## src/rtl/gdb_pkg.sv

```systemverilog
package gdb_pkg;
    // Half-word write convention: mask in the upper half, data in the lower half
    localparam int HALF_W = 16;
    localparam int NHALF  = 2;
    localparam int ADDR_W = 8;

    localparam logic [ADDR_W-1:0] A_EN_LO   = 8'h00;
    localparam logic [ADDR_W-1:0] A_EN_HI   = 8'h04;
    localparam logic [ADDR_W-1:0] A_SLOW_LO = 8'h08;
    localparam logic [ADDR_W-1:0] A_SLOW_HI = 8'h0C;
    localparam logic [ADDR_W-1:0] A_DIV_LO  = 8'h10;
    localparam logic [ADDR_W-1:0] A_DIV_HI  = 8'h14;

    // Per-pin filter state: accepted level and last sample taken
    typedef struct packed {
        logic level;
        logic prev;
    } flt_t;
endpackage

```

## src/rtl/gdb_regs.sv

```systemverilog
module gdb_regs
    import gdb_pkg::*;
#(
    parameter int NPINS = 32,
    parameter int DIV_W = 24
) (
    input  logic                   clk,
    input  logic                   rst_n,
    input  logic                   wr_en,
    input  logic [ADDR_W-1:0]      wr_addr,
    input  logic [2*HALF_W-1:0]    wr_data,
    output logic [NPINS-1:0]       cfg_en,
    output logic [NPINS-1:0]       cfg_slow,
    output logic [DIV_W-1:0]       div_val,
    output logic [DIV_W-1:0]       div_next,
    output logic                   div_load
);
    typedef struct packed {
        logic [NPINS-1:0] en;
        logic [NPINS-1:0] slow;
        logic [DIV_W-1:0] div;
    } cfg_t;

    cfg_t             cfg_d, cfg_q;
    logic [NHALF-1:0] hit_en, hit_slow, hit_div;

    always_comb begin
        cfg_d    = cfg_q;
        hit_en   = '0;
        hit_slow = '0;
        hit_div  = '0;
        if (wr_en) begin
            case (wr_addr)
                A_EN_LO:   hit_en[0]   = 1'b1;
                A_EN_HI:   hit_en[1]   = 1'b1;
                A_SLOW_LO: hit_slow[0] = 1'b1;
                A_SLOW_HI: hit_slow[1] = 1'b1;
                A_DIV_LO:  hit_div[0]  = 1'b1;
                A_DIV_HI:  hit_div[1]  = 1'b1;
                default:   ;
            endcase
        end
        div_load = |hit_div;
        for (int b = 0; b < NPINS; b++) begin
            if (hit_en[b / HALF_W] && wr_data[HALF_W + (b % HALF_W)])
                cfg_d.en[b] = wr_data[b % HALF_W];
            if (hit_slow[b / HALF_W] && wr_data[HALF_W + (b % HALF_W)])
                cfg_d.slow[b] = wr_data[b % HALF_W];
        end
        for (int b = 0; b < DIV_W; b++) begin
            if (hit_div[b / HALF_W] && wr_data[HALF_W + (b % HALF_W)])
                cfg_d.div[b] = wr_data[b % HALF_W];
        end
    end

    always_ff @(posedge clk or negedge rst_n) begin
        if (!rst_n) cfg_q <= '0;
        else        cfg_q <= cfg_d;
    end

    assign cfg_en   = cfg_q.en;
    assign cfg_slow = cfg_q.slow;
    assign div_val  = cfg_q.div;
    assign div_next = cfg_d.div;
endmodule

```

## src/rtl/gdb_divider.sv

```systemverilog
module gdb_divider #(
    parameter int DIV_W = 24
) (
    input  logic             clk,
    input  logic             rst_n,
    input  logic             load,
    input  logic [DIV_W-1:0] load_val,
    input  logic [DIV_W-1:0] div_val,
    output logic             tick
);
    logic [DIV_W-1:0] cnt_d, cnt_q;

    always_comb begin
        tick = (cnt_q == '0);
        if (load)      cnt_d = load_val;
        else if (tick) cnt_d = div_val;
        else           cnt_d = cnt_q - DIV_W'(1);
    end

    always_ff @(posedge clk or negedge rst_n) begin
        if (!rst_n) cnt_q <= '0;
        else        cnt_q <= cnt_d;
    end
endmodule

```

## src/rtl/gdb_filter.sv

```systemverilog
module gdb_filter
    import gdb_pkg::*;
(
    input  logic clk,
    input  logic rst_n,
    input  logic din,
    input  logic en,
    input  logic samp_en,
    output logic dout
);
    flt_t st_d, st_q;

    always_comb begin
        st_d = st_q;
        if (!en) begin
            // track the input so enabling never causes a step
            st_d.level = din;
            st_d.prev  = din;
        end else if (samp_en) begin
            st_d.prev = din;
            if (din == st_q.prev && din != st_q.level)
                st_d.level = din;
        end
    end

    always_ff @(posedge clk or negedge rst_n) begin
        if (!rst_n) st_q <= '0;
        else        st_q <= st_d;
    end

    assign dout = en ? st_q.level : din;
endmodule

```

## src/rtl/gpio_debounce.sv

```systemverilog
module gpio_debounce
    import gdb_pkg::*;
#(
    parameter int NPINS = 32,
    parameter int DIV_W = 24
) (
    input  logic                clk,
    input  logic                rst_n,
    input  logic                wr_en,
    input  logic [ADDR_W-1:0]   wr_addr,
    input  logic [2*HALF_W-1:0] wr_data,
    input  logic [NPINS-1:0]    pin_sync,
    output logic [NPINS-1:0]    pin_filt
);
    logic [NPINS-1:0] cfg_en, cfg_slow;
    logic [DIV_W-1:0] div_val, div_next;
    logic             div_load, div_tick;

    gdb_regs #(.NPINS(NPINS), .DIV_W(DIV_W)) u_regs (
        .clk      (clk),
        .rst_n    (rst_n),
        .wr_en    (wr_en),
        .wr_addr  (wr_addr),
        .wr_data  (wr_data),
        .cfg_en   (cfg_en),
        .cfg_slow (cfg_slow),
        .div_val  (div_val),
        .div_next (div_next),
        .div_load (div_load)
    );

    gdb_divider #(.DIV_W(DIV_W)) u_div (
        .clk      (clk),
        .rst_n    (rst_n),
        .load     (div_load),
        .load_val (div_next),
        .div_val  (div_val),
        .tick     (div_tick)
    );

    for (genvar i = 0; i < NPINS; i++) begin : g_pin
        logic samp_en;
        assign samp_en = cfg_slow[i] ? div_tick : 1'b1;
        gdb_filter u_flt (
            .clk     (clk),
            .rst_n   (rst_n),
            .din     (pin_sync[i]),
            .en      (cfg_en[i]),
            .samp_en (samp_en),
            .dout    (pin_filt[i])
        );
    end
endmodule

```

## config.mk

```make
export PLATFORM = sky130hd
export DESIGN_NAME = gpio_debounce
export DESIGN_NICKNAME = d
export VERILOG_FILES = /design/src/rtl/gdb_pkg.sv /design/src/rtl/gdb_regs.sv /design/src/rtl/gdb_divider.sv /design/src/rtl/gdb_filter.sv /design/src/rtl/gpio_debounce.sv
export SDC_FILE = /design/constraint.sdc
export NUM_CORES = 1
export LEC_CHECK = 0
export BUFFER_PORTS_ARGS = -buffer_cell sky130_fd_sc_hd__buf_2
export CAP_MARGIN = 20
export CELL_PAD_IN_SITES_DETAIL_PLACEMENT = 2
export CELL_PAD_IN_SITES_GLOBAL_PLACEMENT = 2
export CORE_UTILIZATION = 38
export DETAILED_ROUTE_END_ITERATION = 6
export GPL_ROUTABILITY_DRIVEN = 0
export PLACE_DENSITY_LB_ADDON = 0.15
export SKIP_LAST_GASP = 1
export SYNTH_ARGS = -nofsm -noshare
export SYNTH_HDL_FRONTEND = slang
export SYNTH_SLANG_ARGS = --single-unit
```

## constraint.sdc

```tcl
create_clock -name clk -period 3 [get_ports clk]
set_clock_uncertainty 0.1 [all_clocks]
set_input_delay 0.15 -clock clk [delete_from_list [all_inputs] [get_ports clk]]
set_output_delay 0.15 -clock clk [all_outputs]
set_load 0.02 [all_outputs]
```

# After elaboration in Yosys (flattened, before gate mapping)
# Index checks and enable logic that the tools add are counted.
classes:
  n_addsub: 1
  n_eq_ne: 133
  n_mux: 195
  reduce_logical: 155
op_table:
  columns: ["op", "count"]
  rows:
  - ["$mux 2", 67]
  - ["$mux 1", 126]
  - ["$logic_and 1x1->1", 120]
  - ["$ne 2x1->1 const B", 32]
  - ["$ne 2x2->1 const B", 32]
  - ["$reduce_and 2->1", 32]
  - ["$mux 24", 2]
  - ["$eq 1x1->1", 32]
  - ["$ne 1x1->1", 32]
  - ["$logic_not 24->1", 1]
  - ["$sub 24x1->24 const B", 1]
  - ["$eq 8x4->1 const B", 2]
  - ["$eq 8x5->1 const B", 2]
  - ["$eq 8x3->1 const B", 1]
  - ["$logic_not 8->1", 1]
  - ["$reduce_or 2->1", 1]
totals:
  register_bits: 176
  in_bits: 75
  out_inout_bits: 32
  wordCells: 614

# Logic depth before layout (Yosys ltp)
# Gate-level depths: netlist of run 1.
depth:
  ltp_word: 6
  ltp_mapped: 9
  mapped_depth_nobuf: 7

# Modules after synthesis
# A second synthesis of run 1 with hierarchy kept.
hier_totals:
  hier_cells: 945
  area_unflattened_um2: 9441.6
modules_own_cells:
  columns: ["mod", "n_inst", "cells_per_inst", "area_each_um2", "seq_area_each_um2"]
  rows:
  - ["gdb_regs", 1, 309, 4152.7, 2202.1]
  - ["gdb_filter", 32, 13, 106.4, 50.0]
  - ["gdb_divider", 1, 185, 1670.4, 600.6]
  - ["gpio_debounce", 1, 35, 215.2, 0.0]

# Worst setup path before layout of run 1
# Ideal clock, no wire load.
synth_timing:
  kind: "register to register"
  startpoint: "reg u_div.cnt_q[9]"
  endpoint: "reg g_pin[24].u_flt.st_q[0] in the netlist's numbering"
  arrival_ns: 2.452
  required_ns: 2.775
  setup_slack_ns: 0.323
  path_stages_with_launch: 9
  path_cell_list: "dfrtp_1 > or4_4 > or4_4 > buf_6 > or2_4 > buf_6 > buf_6 > nand3_1 > mux2_2"
synth_between:
  elab_chain_cells: 3
synth_lines:
  columns: ["element", "line", "source"]
  rows:
  - ["from (decl)", "gdb_divider.sv:11", "logic [DIV_W-1:0] cnt_d, cnt_q;"]
  - ["from (signal assigned)", "gdb_divider.sv:22", "else cnt_q <= cnt_d;"]
  - ["$logic_not 24->1", "gdb_divider.sv:14", "tick = (cnt_q == '0);"]
  - ["$mux 1", "gpio_debounce.sv:43", "assign samp_en = cfg_slow[i] ? div_tick : 1'b1;"]
  - ["$ne 2x2->1 (no source line)", null, null]
  - ["to (signal assigned)", "gdb_filter.sv:28", "else st_q <= st_d;"]
  - ["to (decl)", "gdb_filter.sv:11", "flt_t st_d, st_q;"]
# Every way passes these cells.
# A chain may end at the register's enable or synchronous reset.

# Worst setup path in the final report of run 1
layout_timing:
  startpoint: "reg u_div.cnt_q[9]"
  endpoint: "reg g_pin[5].u_flt.st_q[0] in the netlist's numbering"
layout_between:
  elab_chain_cells: 3
layout_lines:
  columns: ["element", "line"]
  rows:
  - ["$logic_not 24->1", "gdb_divider.sv:14"]
  - ["$mux 1", "gpio_debounce.sv:43"]
  - ["$ne 2x2->1 (no source line)", null]
  - ["to (signal assigned)", "gdb_filter.sv:28"]
  - ["to (decl)", "gdb_filter.sv:11"]
# Every way passes these cells.

==> results of run 1 <==
[routing by layer]
metal  up-vias  track usage
met5         -            0
met4         0       0.0621
met3        26       0.0313
met2       112        0.393
met1      3798        0.302
li1       3474            -
[logic make-up (layout without fill, tap and decap cells)]
| logic type | count (synthesis) | after routing |
|---|---|---|
| multiplexers | 113 | 113 |
| buffers and inverters | 63 | 237 |
| adder cells (fa/ha/maj) | 2 | 2 |
| flip-flops | 176 | 176 |
| AO/OA/AOI/OAI | 179 | 179 |
| AND/OR/NAND/NOR | 320 | 320 |
| XOR/XNOR | 18 | 18 |
[worst max-delay path by stage]
| stage | endpoint | cells past startpoint |
|---|---|---|
| detailed placement | u_div.cnt_q[13]$_DFF_PN0_ | 6 |
| CTS | u_div.cnt_q[13]$_DFF_PN0_ | 6 |
| global placement | u_div.cnt_q[5]$_DFF_PN0_ | 6 |
| finish | g_pin[5].u_flt.st_q[0]$_DFFE_PN0P_ | 5 |
| global route | u_div.cnt_q[13]$_DFF_PN0_ | 6 |
| floorplan | g_pin[24].u_flt.st_q[0]$_DFFE_PN0P_ | 8 |
[critical path, delay by kind of cell (launching register included)]
family | cells | cell delay (ns)
mux | 1 | 0.34
simple gates | 4 | 1.76
flops | 1 | 0.42
[area by class of cell]
type	instances	area [µm²]
inverters	5	18.8
repair buffers	200	1430
clock buffers	20	457
multi-input cells	632	4280
flip-flops and latches	176	4400
fillers	2497	12300
clock inverters	12	134
well taps	319	399
[power by group]
group          switching (mW)  internal [mW]  leakage [nW]  total (mW)
combinational           0.473          0.451          2.36       0.924
sequential              0.167           2.55          2.30        2.72
clock                   0.997           1.28         0.287        2.27
[state kept, by name, summed over array words and instances, names as in the netlist]
signal            cells
g_pin.u_flt.st_q     64
u_regs.cfg_slow      32
u_div.cnt_q          24
u_regs.div_val       24
u_regs.cfg_en        32
[metrics by stage]
stage	setup slack, ns	cell area, µm²	hold slack [ns]	utilization	power [mW]
global route	0.106	11100	0.00288	0.475	6.19
global placement	0.331	9830	0.0448	0.420	3.58
detailed placement	0.275	9830	0.0419	0.420	3.62
floorplan	0.323	9040	-0.246	-	3.26
CTS	0.261	11100	0.00127	0.475	5.98
finish	0.257	11100	0.0116	0.475	5.92
[what timing repair did]
action / 4_1_cts / 5_1_grt
endpoints found under the hold margin: 193 / 0
setup buffers: 0 / 0
hold buffers: 70 / 0
[cells in the final DEF (no fill, tap or decap), drive strengths merged, types with 16 or more instances in the layout]
cell type / instances
dfrtp: 176
buf: 130
mux2: 113
nand2: 97
nor2: 84
dlygate4sd3: 70
nand3: 47
o21ai: 42
a211oi: 38
a311oi: 34
nor2b: 33
a21o: 33
clkbuf: 20
xnor2: 16
==> impl_metrics.ini, run 1 <==
[route]
drc = 0
drtIter0Drc = 284
met2WireLength_mm = 13.3
dr_wl_met3_um = 670
via_count = 7410
viasPerCell = 5.43
ant_nets = 0
routed_wl_mm = 26.5
wl_met1_mm = 12.2
top_layer = met4
drt-wirelength-per-cell_um = 19.4
firstDrtPassIters = 4

[cts]
cts_sinks = 176
htree_levels = 4
cts_tree = built
clk_latency_ns = 0.43
path_clk_slew_ns = 0.07
cts_buffer_depth = 2
ctsResizeCount = 0
cts-root-buf = clkbuf_16
numCtsBuffers = 17

[setup_path]
endpoint_kind = flip-flop
crit_required_ns = 3.22
crit_start = u_div.cnt_q[9]$_DFF_PN0_
r2r_end = g_pin[5].u_flt.st_q[0]$_DFFE_PN0P_
crit_type = reg -> reg
r2r_slack_ns = 0.26
path_common_cell = or4_4
critPathSlowestCell = or4_4
path_max_fanout = 39
path_cells = or4_4 -> or4_4 -> or2_4 -> nand3_1 -> mux2_2
start_kind = flip-flop
rr_startpoint = u_div.cnt_q[9]$_DFF_PN0_
cp.arrival_ns = 2.96
max_stage_delay_ns = 0.55
reg2reg_depth = 5

[synth]
yosys.area.top_type = dfrtp_1
synth-main-ff-cell = dfrtp_1
synth_top_family_by_area = simple AND/OR/NAND/NOR gates
netlist_area_um2 = 9040
synth.most_common_cell = dfrtp_1
synthAdderAreaFrac = 0.00277
ys_types = 48
synth_top_area_frac = 0.487
synthArstFlopShare = 1.00
yosys-top-cells-count = dfrtp_1, mux2_2, nand2_1, nor2_1, nand3_1
ys_ff_latch = 176
synth_edf_count = 0
synthXorXnorAreaFrac = 0.0174
synthCells = 871
yosys.area_share.simple = 0.168
syn-num-nets = 948
yosys_warnings = 0
synth.mux.area_fraction = 0.141
synth_compound_area_frac = 0.142
ys_seq_area_frac = 0.487
synth_area_per_cell_um2 = 10.4
synth.area.top_cells = dfrtp_1, mux2_2, nand2_1

[power]
vdd_ir_drop_max_mv = 0.298
p_leak_nw = 4.95
p_per_area_nw_per_um2 = 532

[final_layout]
nets = 1109
diodes = 0
final_cells = 1364
layout-drive-gt1-share = 0.273
syn_to_final_growth_pct = 23.1

[timing]
setup_violations = 0
worstMarginPinSlew_ns = 0.649
finalHoldViolCount = 0
fin_crit_sh = 0.914
fin_tns_setup_ns = 0
min_period_ns = 2.74
max_slew_margin = 0.567
rsz0062_at_grt = no
final-max-slew-violation-count = 0
max_freq_mhz = 365

[global_route]
grt_pass1_vias = 8118
antenna_found_initial = 0
grtUsageTotal = 0.229
grt_pass1_wl_mm = 43.4
overflow = 0
grt_max_degree = 80

[hold_path]
hold_start = wr_data[19]
holdPathStages = 3
holdPathEnd = u_regs.cfg_slow[3]$_DFFE_PN0P_
hold_path_class = in -> reg

[die]
rows = 56
die_area_um2 = 24400
initial_utilization = 0.386
ioPinCount = 107
fp.dieH_um = 156
core_um2 = 23400
chipWidth_um = 156

[placed_design]
numPortBuffers = 106
post-dp-hpwl_mm = 17.1
dp_cells = 1262

[status]
status = complete, no violations

[run]
cap_violations = 0
(Power assumes the default switching activity.)
==> inputs of run 2 (changes only) <==
- RECOVER_POWER: not set -> 50
==> impl_metrics.ini, run 2 (synthesized netlist as in run 1, its figures left out) <==
[setup_path]
crit_required_ns = 3.21
path_max_fanout = 39
max_stage_delay_ns = 0.55
reg2reg_depth = 5
cp.arrival_ns = 2.96
endpoint_kind = flip-flop
crit_type = reg -> reg
start_kind = flip-flop
path_cells = or4_4 -> or4_4 -> or2_4 -> nand3_1 -> mux2_2
rr_startpoint = u_div.cnt_q[9]$_DFF_PN0_
path_common_cell = or4_4
crit_start = u_div.cnt_q[9]$_DFF_PN0_
critPathSlowestCell = or4_4

[global_route]
grt_pass1_vias = 8118
grt_pass1_wl_mm = 43.4
antenna_found_initial = 0
overflow = 0
grtUsageTotal = 0.229
grt_max_degree = 80

[hold_path]
holdPathStages = 2
hold_path_class = in -> reg
hold_start = wr_data[16]

[power]
p_leak_nw = 4.91
totalPowerFinal_mw = 5.92
vdd_ir_drop_max_mv = 0.296
p_per_area_nw_per_um2 = 534

[placed_design]
post_dp_cell_area_um2 = 9830
numPortBuffers = 106
post-dp-hpwl_mm = 17.1

[timing]
max_slew_margin = 0.0576
final-max-slew-violation-count = 0
worstMarginPinSlew_ns = 1.41
timing.hold.ws_ns = 0.0114
rsz0062_at_grt = no
fin_tns_setup_ns = 0
fin_crit_sh = 0.915
min_period_ns = 2.74
finalHoldViolCount = 0
max_freq_mhz = 364
setup_violations = 0

[cts]
cts_sinks = 176
ctsResizeCount = 0
cts-root-buf = clkbuf_16
cts_buffer_depth = 2
postCtsHoldBufs = 70
path_clk_slew_ns = 0.07
numCtsBuffers = 17
clk_latency_ns = 0.43
htree_levels = 4
cts_tree = built
post_cts.repair.setup_buffers = 0

[run]
cap_violations = 0

[die]
fp.dieH_um = 156
ioPinCount = 107
initial_utilization = 0.386
core_um2 = 23400
rows = 56
die_area_um2 = 24400
chipWidth_um = 156

[final_layout]
syn_to_final_growth_pct = 22.7
nets = 1109
regMostFlops = g_pin.u_flt.st_q
final_core_util = 0.474
final-seq-area_um2 = 4400
final_cell_mix = dfrtp_1, mux2_2, nand2_1, buf_2, nor2_1
multi_input_area_um2 = 4280
layout-drive-gt1-share = 0.259
nFillCells = 2508
postLayoutCellArea_um2 = 11100
diodes = 0
layout_commonest_cell = dfrtp_1
largest_register_ffs = 64

[route]
ant_nets = 0
via_count = 7408
viasPerCell = 5.43
drc = 0
routed_wl_mm = 26.5
firstDrtPassIters = 6
drt-wirelength-per-cell_um = 19.4
drtIter0Drc = 302

[status]
status = complete, no violations
-- run 2: layout make-up --
class,instances,share of cell area
flip-flops and latches,176,0.397
multi-input cells,632,0.386
repair buffers,200,0.126
clock buffers,20,0.0412
well taps,319,0.0360
clock inverters,12,0.0121
inverters,5,0.00169
-- run 2: layer usage --
layer / wire length (µm) / global-route usage / vias up
li1: - / - / 3473
met1: 12200 / 0.302 / 3792
met2: 13300 / 0.393 / 118
met3: 631 / 0.0313 / 25
met4: 320 / 0.0621 / 0
met5: 0 / 0 / -
-- run 2: power breakdown --
| part | switching (mW) | internal [mW] |
|---|---|---|
| registers | 0.167 | 2.55 |
| clock network | 1.00 | 1.28 |
| logic | 0.473 | 0.447 |
| total | 1.64 | 4.28 |
-- run 2: final timing paths --
path / end / slack (ns)
setup reg to reg: g_pin[11].u_flt.st_q[0]$_DFFE_PN0P_ / 0.26
hold / removal: u_regs.div_val[0]$_DFF_PN0_ / 0.01
hold reg to reg: u_regs.div_val[8]$_DFF_PN0_ / 0.38
max in group asynchronous: g_pin[18].u_flt.st_q[0]$_DFFE_PN0P_ / 0.60
min in group asynchronous: g_pin[16].u_flt.st_q[1]$_DFFE_PN0P_ / 0.48
setup / recovery: g_pin[11].u_flt.st_q[0]$_DFFE_PN0P_ / 0.26
-- run 2: through the flow --
stage	setup WS [ns]	instances
after floorplan	0.323	871
after global placement	0.331	1262
after detailed placement	0.275	1262
after CTS	0.261	1364
after global routing	0.106	1364
final	0.256	1364
-- run 2: critical path, delay by kind of cell (launching register included) --
family | cells | cell delay (ns)
flops | 1 | 0.42
simple gates | 4 | 1.76
mux | 1 | 0.35
==> inputs of run 3 (changes only) <==
- CORE_UTILIZATION: 38 -> 39
- CTS_BUF_LIST: not set -> sky130_fd_sc_hd__clkbuf_4 sky130_fd_sc_hd__clkbuf_8
- TNS_END_PERCENT: not set -> 30
==> impl_metrics.ini, run 3 (synthesized netlist as in run 1, its figures left out) <==
[final_layout]
nets = 1117
largest_register_ffs = 64
syn_to_final_growth_pct = 21.5
final_core_util = 0.484
final_cell_mix = dfrtp_1, mux2_2, buf_2
postLayoutCellArea_um2 = 11000
final_cells = 1338
regMostFlops = g_pin.u_flt.st_q
layout-drive-gt1-share = 0.266
layout_commonest_cell = dfrtp_1
diodes = 0
nFillCells = 2348

[setup_path]
path_common_cell = or4_4
crit_type = reg -> reg
reg2reg_depth = 6
crit_buf_inv = 1
endpoint_kind = flip-flop
r2r_end = u_div.cnt_q[5]$_DFF_PN0_
r2r_slack_ns = 0.24
max_stage_delay_ns = 0.55
start_kind = flip-flop
cp.arrival_ns = 3.05
crit_required_ns = 3.29
path_cells = or4_4 -> or4_4 -> buf_4 -> o21a_1 -> and3_1 -> nor3_1
critPathSlowestCell = or4_4
path_max_fanout = 32
rr_startpoint = u_div.cnt_q[9]$_DFF_PN0_
critPathTopFamily = simple AND/OR/NAND/NOR gates

[placed_design]
dp_cells = 1228
numPortBuffers = 106
post-dp-hpwl_mm = 18.4
place_ws_ns = 0.222
post_dp_cell_area_um2 = 9790

[global_route]
antenna_found_initial = 0
grt_pass1_vias = 8727
grtUsageTotal = 0.249
overflow = 0
grt_pass1_wl_mm = 46.1
gr-usage-met3 = 0.0387
use_met2 = 0.451
grt_max_degree = 82
busiest_layer = met2
met1_usage = 0.296

[route]
drtIter0Drc = 210
via_count = 7632
viasPerCell = 5.70
ant_nets = 0
firstDrtPassIters = 4
drc = 0
routed_wl_mm = 27.8
drt-wirelength-per-cell_um = 20.7

[timing]
max_freq_mhz = 362
setup_violations = 0
fin_crit_sh = 0.920
rsz0062_at_grt = no
final-max-slew-violation-count = 81
timing.hold.ws_ns = 0.0631
finalHoldViolCount = 0
fin_ws_ns = 0.239
fin_tns_setup_ns = 0
min_period_ns = 2.76
worstMarginPinSlew_ns = 2.16
max_slew_margin = -0.442

[power]
p_clk_frac = 0.333
internal_power_mw = 3.88
seq_power_share = 0.495
p_sw_frac = 0.297
p_switching_mw = 1.64
comb_power_share = 0.172
totalPowerFinal_mw = 5.51
p_leak_nw = 4.90
vdd_ir_drop_max_mv = 0.277
p_per_area_nw_per_um2 = 502

[die]
initial_utilization = 0.398
rows = 55
chipWidth_um = 154
core_um2 = 22700
die_area_um2 = 23800
fp.dieH_um = 154
ioPinCount = 107

[cts]
cts-root-buf = clkbuf_8
cts_sinks = 176
clk_latency_ns = 0.48
htree_levels = 4
path_clk_slew_ns = 0.09
post_cts.repair.setup_buffers = 0
numCtsBuffers = 17
ctsResizeCount = 0
postCtsHoldBufs = 78
cts_tree = built
cts_buffer_depth = 2

[hold_path]
holdPathStages = 4
holdPathEnd = u_regs.div_val[18]$_DFF_PN0_
hold_path_class = in -> reg
hold_start = wr_addr[2]

[status]
violations = max-capacitance violations, max-slew violations
status = finished with violations

[run]
cap_violations = 1
-- run 3: changes by cell type in the layout (fill, tap and decap cells not counted), moves of 8 or more --
| cell | delta |
|---|---|
| clkbuf_16 | -17 |
| clkbuf_1 | -11 |
| buf_2 | +8 |
| clkbuf_8 | +16 |
| dlygate4sd3_1 | +8 |
-- run 3: per-layer routing --
layer	share of wire	routed length, µm	up-vias
met5	0	0	-
met4	0.020	569	0
met3	0.027	741	51
met2	0.52	14500	157
met1	0.43	11900	3952
li1	-	-	3472
-- run 3: worst max-delay path by stage --
stage	start	to	slack [ns]	depth (start not counted)
final	u_div.cnt_q[9]$_DFF_PN0_	u_div.cnt_q[5]$_DFF_PN0_	0.24	6
after global routing	u_div.cnt_q[9]$_DFF_PN0_	u_div.cnt_q[17]$_DFF_PN0_	0.12	6
after CTS	u_div.cnt_q[9]$_DFF_PN0_	g_pin[20].u_flt.st_q[0]$_DFFE_PN0P_	0.22	5
after detailed placement	u_div.cnt_q[9]$_DFF_PN0_	g_pin[20].u_flt.st_q[0]$_DFFE_PN0P_	0.22	5
after global placement	u_div.cnt_q[9]$_DFF_PN0_	g_pin[3].u_flt.st_q[0]$_DFFE_PN0P_	0.31	5
after floorplan	u_div.cnt_q[9]$_DFF_PN0_	g_pin[24].u_flt.st_q[0]$_DFFE_PN0P_	0.32	8
-- run 3: layout make-up --
cell class / count / area [µm²] / area share
repair buffers: 208 / 1490 / 0.136
clock buffers: 19 / 255 / 0.0232
multi-input cells: 632 / 4280 / 0.390
inverters: 5 / 18.8 / 0.00171
flip-flops and latches: 176 / 4400 / 0.401
clock inverters: 13 / 174 / 0.0158
well taps: 285 / 357 / 0.0325
-- run 3: worst min-delay path, cell delays in order --
cell and delay, ns:
buf_2 0.21, nand3_1 0.13, nand2_1 0.06, nand2_1 0.05
-- run 3: power by group through the flow --
stage / Combinational (mW) / Clock, mW / Sequential [mW]
finish: 0.948 / 1.84 / 2.73
global route: 1.05 / 1.98 / 2.75
CTS: 0.955 / 1.88 / 2.72
detailed placement: 0.875 / 0 / 2.77
global placement: 0.813 / 0 / 2.75
floorplan: 0.553 / 0 / 2.71
